## config.mk

```make
export PLATFORM = sky130hd
export DESIGN_NAME = cb_completion_buf
export DESIGN_NICKNAME = d
export VERILOG_FILES = /design/src/rtl/cb_pkg.sv /design/src/rtl/cb_occupancy.sv /design/src/rtl/cb_retire_scan.sv /design/src/rtl/cb_entry_array.sv /design/src/rtl/cb_completion_buf.sv
export SDC_FILE = /design/constraint.sdc
export NUM_CORES = 1
export LEC_CHECK = 0
export BUFFER_PORTS_ARGS = -buffer_cell sky130_fd_sc_hd__buf_2
export CAP_MARGIN = 0
export CORE_MARGIN = 10
export CORE_UTILIZATION = 50
export DETAILED_ROUTE_END_ITERATION = 6
export GPL_TIMING_DRIVEN = 0
export HOLD_SLACK_MARGIN = 0.03
export PLACE_DENSITY = 0.67
export SYNTH_ARGS = -nofsm -noshare
export SYNTH_HDL_FRONTEND = slang
export SYNTH_HIERARCHICAL = 1
export SYNTH_SLANG_ARGS = --single-unit
```

## constraint.sdc

```tcl
create_clock -name clk -period 7.03 [get_ports clk]
set_input_delay 1.406 -clock clk [delete_from_list [all_inputs] [get_ports clk]]
set_output_delay 1.406 -clock clk [all_outputs]
set_load 0.01 [all_outputs]
```

## src/rtl/cb_pkg.sv

```systemverilog
package cb_pkg;
  typedef struct packed {
    logic valid;
    logic done;
    logic exc;
  } cb_slot_t;
endpackage

```

## src/rtl/cb_occupancy.sv

```systemverilog
module cb_occupancy #(
  parameter int DEPTH   = 16,
  parameter int ALLOC_W = 4
) (
  input  logic [$clog2(DEPTH):0]     head,
  input  logic [$clog2(DEPTH):0]     tail,
  input  logic [$clog2(ALLOC_W+1)-1:0] alloc_count,
  input  logic                       flush,
  output logic [$clog2(DEPTH):0]     occ,
  output logic                       ready
);
  localparam int PW = $clog2(DEPTH) + 1;

  logic [PW-1:0] free_slots;

  always_comb begin
    occ        = tail - head;
    free_slots = PW'(DEPTH) - occ;
    ready      = !flush
              && (int'(alloc_count) <= ALLOC_W)
              && (PW'(alloc_count) <= free_slots);
  end
endmodule

```

## src/rtl/cb_retire_scan.sv

```systemverilog
module cb_retire_scan import cb_pkg::*; #(
  parameter int DEPTH = 16,
  parameter int RET_W = 4,
  parameter int RN_W  = 6
) (
  input  logic [$clog2(DEPTH)-1:0]   head_idx,
  input  cb_slot_t                   st [DEPTH],
  input  logic [RN_W-1:0]            rn [DEPTH],
  output logic [RET_W-1:0]           ret_valid,
  output logic [RET_W*RN_W-1:0]      ret_rn,
  output logic [$clog2(RET_W+1)-1:0] ret_num,
  output logic                       exc_now
);
  localparam int IW = $clog2(DEPTH);
  localparam int NW = $clog2(RET_W + 1);

  always_comb begin
    logic          run;
    logic [IW-1:0] idx;
    exc_now   = st[head_idx].valid && st[head_idx].done && st[head_idx].exc;
    run       = !exc_now;
    ret_valid = '0;
    ret_rn    = '0;
    ret_num   = '0;
    for (int i = 0; i < RET_W; i++) begin
      idx = head_idx + IW'(i);
      if (run && st[idx].valid && st[idx].done && !st[idx].exc) begin
        ret_valid[i]            = 1'b1;
        ret_rn[i*RN_W +: RN_W]  = rn[idx];
        ret_num                 = ret_num + NW'(1);
      end else begin
        run = 1'b0;
      end
    end
  end
endmodule

```

## src/rtl/cb_entry_array.sv

```systemverilog
module cb_entry_array import cb_pkg::*; #(
  parameter int DEPTH   = 16,
  parameter int ALLOC_W = 4,
  parameter int NFIN    = 3,
  parameter int RN_W    = 6
) (
  input  logic                          clk,
  input  logic                          rst_n,
  input  logic                          flush,
  input  logic                          alloc_fire,
  input  logic [$clog2(ALLOC_W+1)-1:0]  alloc_count,
  input  logic [$clog2(DEPTH)-1:0]      tail_idx,
  input  logic [ALLOC_W*RN_W-1:0]       alloc_rn,
  input  logic [NFIN-1:0]               fin_valid,
  input  logic [NFIN*$clog2(DEPTH)-1:0] fin_tag,
  input  logic [NFIN-1:0]               fin_exc,
  input  logic [DEPTH-1:0]              ret_clear,
  output cb_slot_t                      st [DEPTH],
  output logic [RN_W-1:0]               rn [DEPTH]
);
  localparam int IW = $clog2(DEPTH);

  for (genvar e = 0; e < DEPTH; e++) begin : g_slot
    cb_slot_t        st_q;
    logic [RN_W-1:0] rn_q;
    logic            hit_a;
    logic [RN_W-1:0] a_rn;
    logic            hit_f;
    logic            f_exc;

    always_comb begin
      hit_a = 1'b0;
      a_rn  = '0;
      for (int a = 0; a < ALLOC_W; a++) begin
        if (alloc_fire && (a < int'(alloc_count)) && ((tail_idx + IW'(a)) == IW'(e))) begin
          hit_a = 1'b1;
          a_rn  = alloc_rn[a*RN_W +: RN_W];
        end
      end
      hit_f = 1'b0;
      f_exc = 1'b0;
      for (int p = 0; p < NFIN; p++) begin
        if (fin_valid[p] && (fin_tag[p*IW +: IW] == IW'(e))) begin
          hit_f = 1'b1;
          f_exc = f_exc | fin_exc[p];
        end
      end
    end

    always_ff @(posedge clk or negedge rst_n) begin
      if (!rst_n) begin
        st_q <= '0;
        rn_q <= '0;
      end else if (flush) begin
        st_q <= '0;
      end else if (hit_a) begin
        st_q <= '{valid: 1'b1, done: 1'b0, exc: 1'b0};
        rn_q <= a_rn;
      end else if (ret_clear[e]) begin
        st_q.valid <= 1'b0;
      end else if (hit_f && st_q.valid) begin
        st_q.done <= 1'b1;
        st_q.exc  <= st_q.exc | f_exc;
      end
    end

    assign st[e] = st_q;
    assign rn[e] = rn_q;
  end
endmodule

```

## src/rtl/cb_completion_buf.sv

```systemverilog
module cb_completion_buf import cb_pkg::*; #(
  parameter int DEPTH   = 16,
  parameter int ALLOC_W = 4,
  parameter int RET_W   = 4,
  parameter int NFIN    = 3,
  parameter int RN_W    = 6
) (
  input  logic                          clk,
  input  logic                          rst_n,
  input  logic                          alloc_valid,
  input  logic [$clog2(ALLOC_W+1)-1:0]  alloc_count,
  input  logic [ALLOC_W*RN_W-1:0]       alloc_rn,
  output logic                          alloc_ready,
  output logic [$clog2(DEPTH)-1:0]      alloc_tag,
  input  logic [NFIN-1:0]               fin_valid,
  input  logic [NFIN*$clog2(DEPTH)-1:0] fin_tag,
  input  logic [NFIN-1:0]               fin_exc,
  output logic [RET_W-1:0]              ret_valid,
  output logic [RET_W*RN_W-1:0]         ret_rn,
  output logic                          exc_valid,
  output logic [$clog2(DEPTH)-1:0]      exc_tag,
  output logic                          flush
);
  localparam int IW = $clog2(DEPTH);
  localparam int PW = IW + 1;
  localparam int NW = $clog2(RET_W + 1);

  logic [PW-1:0]    head_q, tail_q, occ_w;
  logic [NW-1:0]    ret_num;
  logic             exc_now;
  logic             alloc_fire;
  logic [DEPTH-1:0] ret_clear;
  cb_slot_t         st [DEPTH];
  logic [RN_W-1:0]  rn [DEPTH];

  cb_occupancy #(.DEPTH(DEPTH), .ALLOC_W(ALLOC_W)) u_occ (
    .head(head_q), .tail(tail_q), .alloc_count(alloc_count),
    .flush(exc_now), .occ(occ_w), .ready(alloc_ready)
  );

  cb_retire_scan #(.DEPTH(DEPTH), .RET_W(RET_W), .RN_W(RN_W)) u_scan (
    .head_idx(head_q[IW-1:0]), .st(st), .rn(rn),
    .ret_valid(ret_valid), .ret_rn(ret_rn), .ret_num(ret_num), .exc_now(exc_now)
  );

  cb_entry_array #(.DEPTH(DEPTH), .ALLOC_W(ALLOC_W), .NFIN(NFIN), .RN_W(RN_W)) u_arr (
    .clk(clk), .rst_n(rst_n), .flush(exc_now), .alloc_fire(alloc_fire),
    .alloc_count(alloc_count), .tail_idx(tail_q[IW-1:0]), .alloc_rn(alloc_rn),
    .fin_valid(fin_valid), .fin_tag(fin_tag), .fin_exc(fin_exc),
    .ret_clear(ret_clear), .st(st), .rn(rn)
  );

  assign alloc_fire = alloc_valid && alloc_ready;
  assign alloc_tag  = tail_q[IW-1:0];
  assign exc_valid  = exc_now;
  assign flush      = exc_now;
  assign exc_tag    = exc_now ? head_q[IW-1:0] : '0;

  always_comb begin
    ret_clear = '0;
    for (int i = 0; i < RET_W; i++) begin
      if (ret_valid[i]) ret_clear[head_q[IW-1:0] + IW'(i)] = 1'b1;
    end
  end

  always_ff @(posedge clk or negedge rst_n) begin
    if (!rst_n) begin
      head_q <= '0;
      tail_q <= '0;
    end else if (exc_now) begin
      tail_q <= head_q;
    end else begin
      head_q <= head_q + PW'(ret_num);
      if (alloc_fire) tail_q <= tail_q + PW'(alloc_count);
    end
  end
endmodule

```

==> results_dict.tcl, run 1 <==
set metrics [dict create \
    outcome "finished, violations left" \
    violations "DRC" \
    synth-seq-cells 154 \
    syn_nets 1642 \
    critPathKind "flop to output pin" \
    synth.avg_cell_area_um2 10.1 \
    cts_setup_buffers 0 \
    multi_input_area_um2 11000 \
    cts_resized 0 \
    power_switching_uw 4930 \
    p_sw_frac 0.534 \
    yosysUniqueCellTypes 98 \
    p_clk_frac 0.101 \
    grt_pass1_wl_mm 104 \
    die-area_um2 39000 \
    worstPathMaxFanout 10 \
    cts-root-buf "clkbuf_16" \
    period_minus_slack_ns 6.66 \
    synth_flop_cell "dfrtp_1" \
    cap_violations 0 \
    synthToLayoutAreaGrowth_pct 9.77 \
    routed_wl_mm 70.9 \
    pwr-share-seq 0.208 \
    core_area_um2 30800 \
    dpl_worst_slack_ns 0.912 \
    cts_buffers 17 \
    p_per_area_nw_per_um2 534 \
    die_h_um 197 \
    arrival_ns 5.25 \
    crit_buf_inv 8 \
    cts_tree "done" \
    crit_required_ns 5.62 \
    critPathTopFamily "buffers and inverters" \
    syn-cell-area_um2 15700 \
    async_flop_share 1.00 \
    rsz0062_at_grt "no" \
    skew_ns 0.0199 \
    setup_tns_ns 0 \
    drc_errors 4 \
    grt_usage 0.360 \
    start_util 0.511 \
    nFillCells 2749 \
    place_hpwl_mm 55.4 \
    place_congestion 1.05 \
    worstMarginPinSlew_ns 1.34 \
    synthCells 1566 \
    chipWidth_um 197 \
    hold_viol 0 \
    nNetsFinal 1744 \
    setup_viol 0 \
    htreeDepth 4 \
    clock_path_buffers 2 \
    period_share 0.947 \
    drtPass1Iterations 7 \
    ys_seq_area_frac 0.245 \
    leakage_uw 0.00693 \
    start_kind "flop" \
    antenna_found_initial 5 \
    regArea_um2 3850 \
    grt-ovfl-total 0 \
    synth_warnings 6 \
    design_area_um2 17300 \
    postRouteAntennaNets 0 \
    critPathSlowestCell "clkbuf_1" \
    wl_per_cell_um 34.1 \
    utilization 0.561 \
    crit_chain "buf_4 -> clkinv_1 -> buf_2 -> buf_2 -> ha_1 -> clkbuf_1 -> clkbuf_1 -> clkbuf_1 -> mux4_2 -> mux2i_1 -> a211oi_2 -> buf_2" \
    ctsHoldBuffers 0 \
    max_slew_margin 0.0993 \
    ir_drop_v 0.000419 \
    clk_latency_ns 0.45 \
    fin_ws_ns 0.375 \
    grt_max_degree 97 \
    end_kind "output pin" \
    power_frac_comb 0.691 \
    power.internal_uw 4300 \
    grt_pass1_vias 14903 \
    max_freq_ghz 0.150 \
    port_buffers 81 \
    drive_gt1_frac 0.274 \
    clkSinkCount 154 \
    hold_path_class "flop to flop" \
    ios 87 \
    slew_viol_final 0 \
    fp-row-count 64 \
    dpl_cell_area_um2 16700 \
    cpPeakStageDelay_ns 0.69 \
    drt_iter0_drc 2717 \
    vias 15966 \
    synth_edf_count 0 \
    path_clk_slew_ns 0.07 \
    viasPerCell 7.69 \
]
==> cell type report <==
cell class              instances  share of cell area
inverters                      52              0.0113
plain buffers                 140              0.0410
repair buffers                 83              0.0261
clock inverters                12             0.00811
well taps                     396              0.0287
multi-input cells            1220               0.636
flip-flops and latches        154               0.223
clock buffers                  19              0.0256
diodes                          1            0.000145
==> worst paths after layout <==
kind,startpoint,end,slack [ns],cells past startpoint
max reg2reg,head_q[0],u_arr/st[33],0.58,20
max,head_q[0],ret_rn[18],0.37,12
min,u_arr/st[16],u_arr/st[16],0.53,1
max in group asynchronous,rst_n,u_arr/g_slot[8].rn_q[3],5.19,2
min reg2reg,u_arr/st[16],u_arr/st[16],0.53,1
min in group asynchronous,rst_n,u_arr/st[37],0.94,1
==> power groups by stage <==
stage	clock network [µW]	logic (µW)	registers, µW
CTS	936	6180	1870
global route	981	6680	1940
global placement	0	6080	1850
floorplan	0	4420	1570
finish	933	6380	1920
detailed placement	0	6150	1880
==> state kept, by name (all words and copies together) (netlist names) <==
signal and cells:
u_arr/g_slot.rn_q 96, u_arr/st 48, head_q 5, tail_q 5
==> through the flow <==
| stage | hold slack, ns | power (µW) | cells |
|---|---|---|---|
| after detailed placement | 0.515 | 8030 | 2044 |
| after floorplan | 0.478 | 6000 | 1566 |
| after global routing | 0.559 | 9610 | 2076 |
| final | 0.529 | 9230 | 2077 |
| after CTS | 0.528 | 8980 | 2075 |
| after global placement | 0.510 | 7930 | 2043 |
==> metal layers <==
metal | global-route usage | vias up | routed length [µm]
met3 | 0.104 | 235 | 9740
met2 | 0.524 | 1410 | 30100
li1 | - | 6461 | -
met1 | 0.497 | 7858 | 27700
met4 | 0.140 | 2 | 3340
met5 | 0 | - | 27
==> logic make-up (layout without fill, tap and decap cells) <==
logic type | count (synthesis) | after routing | synth area share
simple gates | 496 | 496 | 0.189
xor+xnor | 26 | 26 | 0.0204
other cells | 0 | 1 | 0
fa+ha+maj | 28 | 28 | 0.0237
flops | 154 | 154 | 0.245
compound gates | 446 | 446 | 0.215
mux | 224 | 224 | 0.250
buf+inv | 192 | 306 | 0.0574
==> Yosys cell counts, types with 24 or more instances <==
cell type,number,share of area
nor3_1,41,0.013
inv_1,49,0.012
mux2_2,66,0.047
nand3_1,46,0.015
mux4_2,126,0.18
and3b_1,24,0.013
nand2_1,89,0.021
a21oi_1,73,0.023
a32oi_1,33,0.018
clkbuf_1,65,0.015
and3_1,33,0.013
and2_1,29,0.012
buf_2,41,0.013
nor2_1,70,0.017
a22oi_1,48,0.023
ha_1,25,0.020
o21ai_0,54,0.017
nand2b_1,25,0.0099
dfrtp_1,154,0.24
==> placed cells by master (no fill, tap or decap), types with 13 or more instances in the layout <==
cell	instances
and2_1	29
o22ai_1	22
nor3_1	41
mux2i_1	22
a221o_1	22
nand2_1	89
o211ai_1	16
clkbuf_1	66
ha_1	25
clkbuf_16	17
a22o_1	13
buf_2	121
nor2b_1	22
a32oi_1	33
and3_1	33
nor2_1	70
mux2_2	66
nand3b_1	18
nand3_1	46
a31oi_1	16
a22oi_1	48
mux4_2	126
inv_1	49
nand2b_1	25
o21ai_0	54
nor4_1	14
a21oi_1	73
dfrtp_1	154
buf_4	19
and3b_1	24
a211oi_1	14
Power figures use the tool's default switching activity.
==> run 2: changes to the inputs <==
--- a/config.mk
+++ b/config.mk
@@ -8,4 +8,5 @@
 export BUFFER_PORTS_ARGS = -buffer_cell sky130_fd_sc_hd__buf_2
 export CAP_MARGIN = 0
+export CORE_ASPECT_RATIO = 1.4
 export CORE_MARGIN = 10
 export CORE_UTILIZATION = 50
==> constraint.sdc (replaced) <==
create_clock -name clk -period 7.03 [get_ports clk]
set_input_delay 1.7575 -clock clk [delete_from_list [all_inputs] [get_ports clk]]
set_output_delay 1.7575 -clock clk [all_outputs]
set_load 0.01 [all_outputs]
==> run 2 against run 1 <==
Effect of this change:
- the flow finishes with violations (DRC, capacitance limit, slew limit)
- maximum frequency fell by 4.9%
- sequential share of layout area decreased by 0.067 points
- core utilization barely moved
- setup slack got worse by 0.34 ns
- via count about the same
- clock power is 2.6% higher
- global-route usage rose by 3.2 points
- combinational power grew 2%
- non-clock buffer count up 1
- count of clock-buffer cells in the layout is 2 lower
- routed wire length up 9.2%
- critical endpoint is now u_arr/g_slot[10].rn_q[0]
- highest routed layer is now met4
==> results_dict.tcl, run 2 (synthesis gave the netlist of run 1 again) <==
set metrics [dict create \
    period_share 0.995 \
    crit_chain "buf_4 -> buf_4 -> clkbuf_1 -> o21ai_0 -> a32oi_1 -> nand2_1 -> nor2_2 -> buf_8 -> nand2b_1 -> a41oi_2 -> nand2_1 -> inv_1 -> buf_4 -> nand3b_1 -> clkbuf_1 -> nor4_1 -> a2111oi_0 -> a221oi_1 -> mux2_2" \
    grt_pass1_vias 15502 \
    grt_pass1_wl_mm 111 \
    max_slew_margin -0.0237 \
    outcome "finished, violations left" \
    chipWidth_um 170 \
    top_register "u_arr/g_slot.rn_q" \
    antenna_found_initial 1 \
    wl_per_cell_um 37.4 \
    die_h_um 230 \
    design_area_um2 17300 \
    p_per_area_nw_per_um2 542 \
    cpPeakStageDelay_ns 1.27 \
    rsz0062_at_grt "no" \
    dp_cells 2039 \
    worstMarginPinSlew_ns 1.50 \
    end_kind "flop" \
    leakage_uw 0.00697 \
    viasPerCell 7.70 \
    skew_ns 0.0117 \
    layout.cells.non_filler 2072 \
    start_util 0.510 \
    clk_latency_ns 0.44 \
    arrival_ns 7.32 \
    start_kind "flop" \
    crit_buf_inv 7 \
    total_power_uw 9410 \
    vias 15956 \
    synthToLayoutAreaGrowth_pct 10.1 \
    setup_tns_ns 0 \
    fp-row-count 76 \
    cts_buffers 17 \
    layout_commonest_cell "dfrtp_1" \
    path_clk_slew_ns 0.07 \
    clkSinkCount 154 \
    postRouteAntennaNets 0 \
    place_hpwl_mm 59.7 \
    crit_required_ns 7.36 \
    max_freq_ghz 0.143 \
    cap_violations 1 \
    core_area_um2 30900 \
    nFillCells 2839 \
    routed_wl_mm 77.4 \
    hold_path_class "flop to flop" \
    critPathTopFamily "compound AO/OA/AOI/OAI gates" \
    hold_viol 0 \
    cp_common_cell "buf_4" \
    period_minus_slack_ns 7.00 \
    ios 87 \
    drtPass1Iterations 7 \
    utilization 0.561 \
    cts_setup_buffers 0 \
    clock_path_buffers 2 \
    largest_reg_flops 96 \
    setup_viol 0 \
    most-common-layout-cells "dfrtp_1 (154), mux4_2 (126), buf_2 (121)" \
    critPathKind "flop to flop" \
    grt_max_degree 95 \
    violations "DRC, capacitance limit, slew limit" \
    worstPathMaxFanout 10 \
    drt_iter0_drc 2569 \
    ir_drop_v 0.000269 \
    grt_usage 0.393 \
    drc_errors 1 \
    n_antenna_cell 0 \
    dpl_cell_area_um2 16700 \
    nNetsFinal 1745 \
    htreeDepth 4 \
    port_buffers 81 \
    cts_tree "done" \
    die-area_um2 39100 \
    drive_gt1_frac 0.278 \
    cts-root-buf "clkbuf_16" \
    critPathSlowestCell "a2111oi_0" \
    grt-ovfl-total 0 \
    place_congestion 1.13 \
    slew_viol_final 1 \
]
[run 2: changes by cell type in the layout (fill, tap and decap cells not counted), sizes merged]
cell,change
diode,-1
buf,+1
clkinv,+3
clkbuf,-2
inv,+2
clkinvlp,-2
[run 2: power breakdown]
part / total, µW / internal (µW) / switching (µW)
registers: 1960 / 1270 / 685
clock network: 957 / 537 / 420
logic: 6490 / 2510 / 3980
total: 9410 / 4320 / 5080
[run 2: area by class of cell]
class	count	area, µm²	share of cell area
plain buffers	140	711	0.0410
inverters	52	195	0.0113
clock inverters	15	186	0.0108
well taps	390	488	0.0281
clock buffers	17	425	0.0245
flip-flops and latches	154	3850	0.222
repair buffers	84	465	0.0268
multi-input cells	1220	11000	0.635
[run 2: path summary, 6_finish.rpt]
path / start / to / slack (ns) / depth (start not counted)
setup / recovery: head_q[0] / u_arr/g_slot[10].rn_q[0] / 0.03 / 19
setup reg to reg: head_q[0] / u_arr/g_slot[10].rn_q[0] / 0.03 / 19
min in group asynchronous: rst_n / u_arr/st[35] / 1.31 / 1
max in group asynchronous: rst_n / u_arr/g_slot[4].rn_q[0] / 4.82 / 2
hold reg to reg: u_arr/st[4] / u_arr/st[4] / 0.54 / 1
hold / removal: u_arr/st[4] / u_arr/st[4] / 0.54 / 1
[run 2: routing by layer]
metal | part of all wire | global-route usage | up-vias
met1 | 0.33 | 0.423 | 7857
li1 | - | - | 6450
met2 | 0.46 | 0.630 | 1235
met3 | 0.097 | 0.101 | 414
met4 | 0.11 | 0.339 | 0
met5 | 0 | 0 | -
[run 2: repair_timing]
| action | CTS | global route |
|---|---|---|
| setup endpoints to repair | 0 | 7 |
| gates resized for setup | 0 | 4 |
| hold buffers | 0 | 0 |
[run 2: metrics by stage]
| stage | setup WS [ns] | hold WS, ns |
|---|---|---|
| 2_1_floorplan | 2.00 | 0.478 |
| 3_3_place_gp | -0.237 | 0.505 |
| 3_5_place_dp | 0.558 | 0.509 |
| 4_1_cts | 0.0735 | 0.533 |
| 5_1_grt | 0.0418 | 0.541 |
| 6_report | 0.0343 | 0.536 |
==> run 3: changes to the inputs <==
Settings changed: CTS_CLUSTER_SIZE from default to 30, SYNTH_HIERARCHICAL 1 to default.
==> run 3 against run 2 <==
Effect of this change:
- the run ends with DRC left
- synthesized area shrank 1.1%
- cell count rose by 5.4%
- non-clock buffer count down 5
- count of clock-buffer cells in the layout rose by 2
- largest power group unchanged
- design area shrank 0.99%
- critical path type is now flop to output pin
- worst hold slack better by 0.018 ns
- highest routed layer unchanged
- flip-flop and latch count stayed put
==> results_dict.tcl, run 3 <==
set metrics [dict create \
    hold_viol 0 \
    place_congestion 1.17 \
    synth.top_cell.area_share 0.247 \
    largest_reg_flops 96 \
    cts_tree "done" \
    wl_per_cell_um 39.5 \
    ios 87 \
    async_flop_share 1.00 \
    critPathTopFamily "buffers and inverters" \
    clkSinkCount 154 \
    grt_usage 0.436 \
    worstPathMaxFanout 12 \
    synth.area.mux_share 0.201 \
    synth_compound_area_frac 0.262 \
    synthToLayoutAreaGrowth_pct 10.2 \
    synth_top_area_cell "dfrtp_1" \
    grt_max_degree 106 \
    grt_pass1_wl_mm 123 \
    routed_wl_mm 86.2 \
    port_buffers 65 \
    vias 17518 \
    p_per_area_nw_per_um2 635 \
    rsz0062_at_grt "no" \
    synth_warnings 0 \
    core_area_um2 30800 \
    ctsHoldBuffers 0 \
    p_sw_frac 0.551 \
    power.internal_uw 4890 \
    cap_violations 0 \
    place_hpwl_mm 65.1 \
    synth_xor_area_frac 0.0135 \
    critPathKind "flop to output pin" \
    syn-cell-area_um2 15600 \
    fin_ws_ns 0.113 \
    yosys.area_share.simple 0.194 \
    leakage_uw 0.00656 \
    outcome "finished, violations left" \
    path_clk_slew_ns 0.06 \
    clk_latency_ns 0.47 \
    synthCells 1693 \
    yosys-top-cells-area "dfrtp_1 (25%), mux4_2 (18%), nand2_1 (3.8%)" \
    layout_commonest_cell "nand2_1" \
    worstMarginPinSlew_ns 1.46 \
    drc_errors 6 \
    max_freq_ghz 0.145 \
    ir_drop_v 0.000440 \
    drt_iter0_drc 2935 \
    cpPeakStageDelay_ns 0.49 \
    clock_path_buffers 2 \
    antenna_found_initial 4 \
    violations "DRC" \
    synthAdderAreaFrac 0.0255 \
    postRouteAntennaNets 0 \
    yosysUniqueCellTypes 105 \
    synth_top_family_by_area "compound AO/OA/AOI/OAI gates" \
    most-common-layout-cells "nand2_1 (158), dfrtp_1 (152), nor2_1 (139)" \
    cts_buffers 17 \
    synth-seq-cells 154 \
    fp-row-count 76 \
    start_kind "flop" \
    drive_gt1_frac 0.201 \
    synth.avg_cell_area_um2 9.20 \
    power_switching_uw 6020 \
    skew_ns 0.0271 \
    crit_required_ns 5.27 \
    end_kind "output pin" \
    synth_flop_cell "dfrtp_1" \
    layout.cells.non_filler 2183 \
    synth_edf_count 0 \
    dp_cells 2149 \
    dpl_worst_slack_ns -0.892 \
    utilization 0.557 \
    whs_ns 0.554 \
    arrival_ns 5.16 \
    period_share 0.984 \
    die_h_um 229 \
    max_slew_margin 0.0266 \
    crit_chain "buf_6 -> buf_6 -> buf_6 -> buf_6 -> clkinv_2 -> buf_6 -> buf_6 -> ha_1 -> inv_2 -> nor4_1 -> o31ai_2 -> o221a_4 -> nand4_4 -> inv_4 -> buf_2 -> nand2_1 -> inv_1 -> and3_1 -> buf_2" \
    p_clk_frac 0.098 \
    drtPass1Iterations 7 \
    power_frac_comb 0.711 \
    top_register "u_arr.g_slot.rn_q" \
    chipWidth_um 169 \
    synthTopCellsByCount "nand2_1 (158), dfrtp_1 (154), nor2_1 (139), mux4_2 (124), a21oi_1 (98)" \
    ys_seq_area_frac 0.247 \
    start_util 0.506 \
    yosysMostFrequentCell "nand2_1" \
    slew_viol_final 0 \
    viasPerCell 8.02 \
    grt-ovfl-total 0 \
    die-area_um2 38700 \
    cts-root-buf "clkbuf_16" \
    hold_path_class "flop to flop" \
    pwr-share-seq 0.191 \
    crit_buf_inv 12 \
    htreeDepth 4 \
    critPathSlowestCell "dfrtp_2" \
    cp_common_cell "buf_6" \
    setup_viol 0 \
    nNetsFinal 1856 \
    period_minus_slack_ns 6.92 \
    grt_pass1_vias 17150 \
    setup_tns_ns 0 \
    syn_nets 1771 \
]
==> run 3: cell types whose count changed in the layout (fill, tap and decap cells not counted), sizes merged, moves of 21 or more <==
| cell | previous run | this run |
|---|---|---|
| nand2 | 89 | 160 |
| mux2 | 75 | 14 |
| nor2 | 84 | 142 |
| o22ai | 22 | 57 |
| a22oi | 48 | 15 |
| a221oi | 11 | 43 |
| o21ai | 61 | 91 |
| buf | 159 | 135 |
| o2bb2ai | 6 | 30 |
| a21oi | 76 | 99 |
| a32oi | 33 | 12 |
| clkbuf | 82 | 103 |
==> run 3: cell type report <==
| type | count | area, µm² |
|---|---|---|
| fillers | 2890 | 13600 |
| multi-input cells | 1342 | 10900 |
| well taps | 390 | 488 |
| diodes | 3 | 7.51 |
| inverters | 44 | 169 |
| plain buffers | 150 | 711 |
| flip-flops and latches | 154 | 3860 |
| repair buffers | 69 | 385 |
| clock buffers | 19 | 453 |
| clock inverters | 12 | 188 |
==> run 3: cells by family (layout without fill, tap and decap cells) <==
kind of cell / after synthesis / count (layout)
AND/OR/NAND/NOR: 568 / 568
AO/OA/AOI/OAI: 564 / 564
buffers and inverters: 197 / 294
multiplexers: 156 / 156
flip-flops: 154 / 154
adder cells (fa/ha/maj): 30 / 30
XOR/XNOR: 24 / 24
other: 0 / 3
==> run 3: metal layers <==
layer | GRT usage | vias up | part of all wire
met5 | 0 | - | 0
met4 | 0.446 | 0 | 0.14
met3 | 0.134 | 615 | 0.12
met2 | 0.664 | 1653 | 0.44
met1 | 0.456 | 8360 | 0.30
li1 | - | 6890 | -
==> run 3: power groups by stage <==
stage / combinational (µW) / clock (µW) / sequential (µW)
floorplan: 5140 / 0 / 1610
detailed placement: 7320 / 0 / 2000
global placement: 7230 / 0 / 1980
finish: 7750 / 1070 / 2090
global route: 8040 / 1080 / 2070
CTS: 7400 / 1050 / 1990
==> run 3: per-stage QoR <==
| stage | power, µW | cell area [µm²] |
|---|---|---|
| final | 10900 | 17200 |
| after detailed placement | 9330 | 16400 |
| after floorplan | 6740 | 15600 |
| after global placement | 9210 | 16400 |
| after global routing | 11200 | 17200 |
| after CTS | 10400 | 17100 |
==> run 3: final timing paths <==
check	start	end	slack [ns]	cells past startpoint
max	head_q[0]	ret_rn[23]	0.11	19
min	head_q[4]	head_q[4]	0.55	1
max reg2reg	head_q[0]	u_arr.st[6]	0.83	21
min reg2reg	head_q[4]	head_q[4]	0.55	1
max in group asynchronous	rst_n	u_arr.g_slot[8].rn_q[3]	4.88	2
min in group asynchronous	rst_n	u_arr.st[34]	1.22	1
==> run 3: repair_timing <==
item,in CTS,in global routing
endpoints found under the hold margin,0,0
buffers inserted,2,1
pin swaps,2,0
setup endpoints to repair,19,8
resized for setup,13,8
==> run 3: worst reg2reg max path: stages (launching register included) <==
cell and delay (ns):
dfrtp_2 0.49, buf_6 0.19, buf_6 0.19, buf_6 0.19, buf_6 0.17, clkinv_2 0.26, buf_6 0.28, buf_6 0.20
ha_1 0.21, inv_1 0.05, ha_1 0.16, inv_1 0.06, fa_1 0.50, ha_1 0.31, o21ai_0 0.11, a21oi_2 0.33
a32o_2 0.25, buf_6 0.18, buf_6 0.28, nor2_1 0.23, a311oi_2 1.18, o2111a_1 0.33
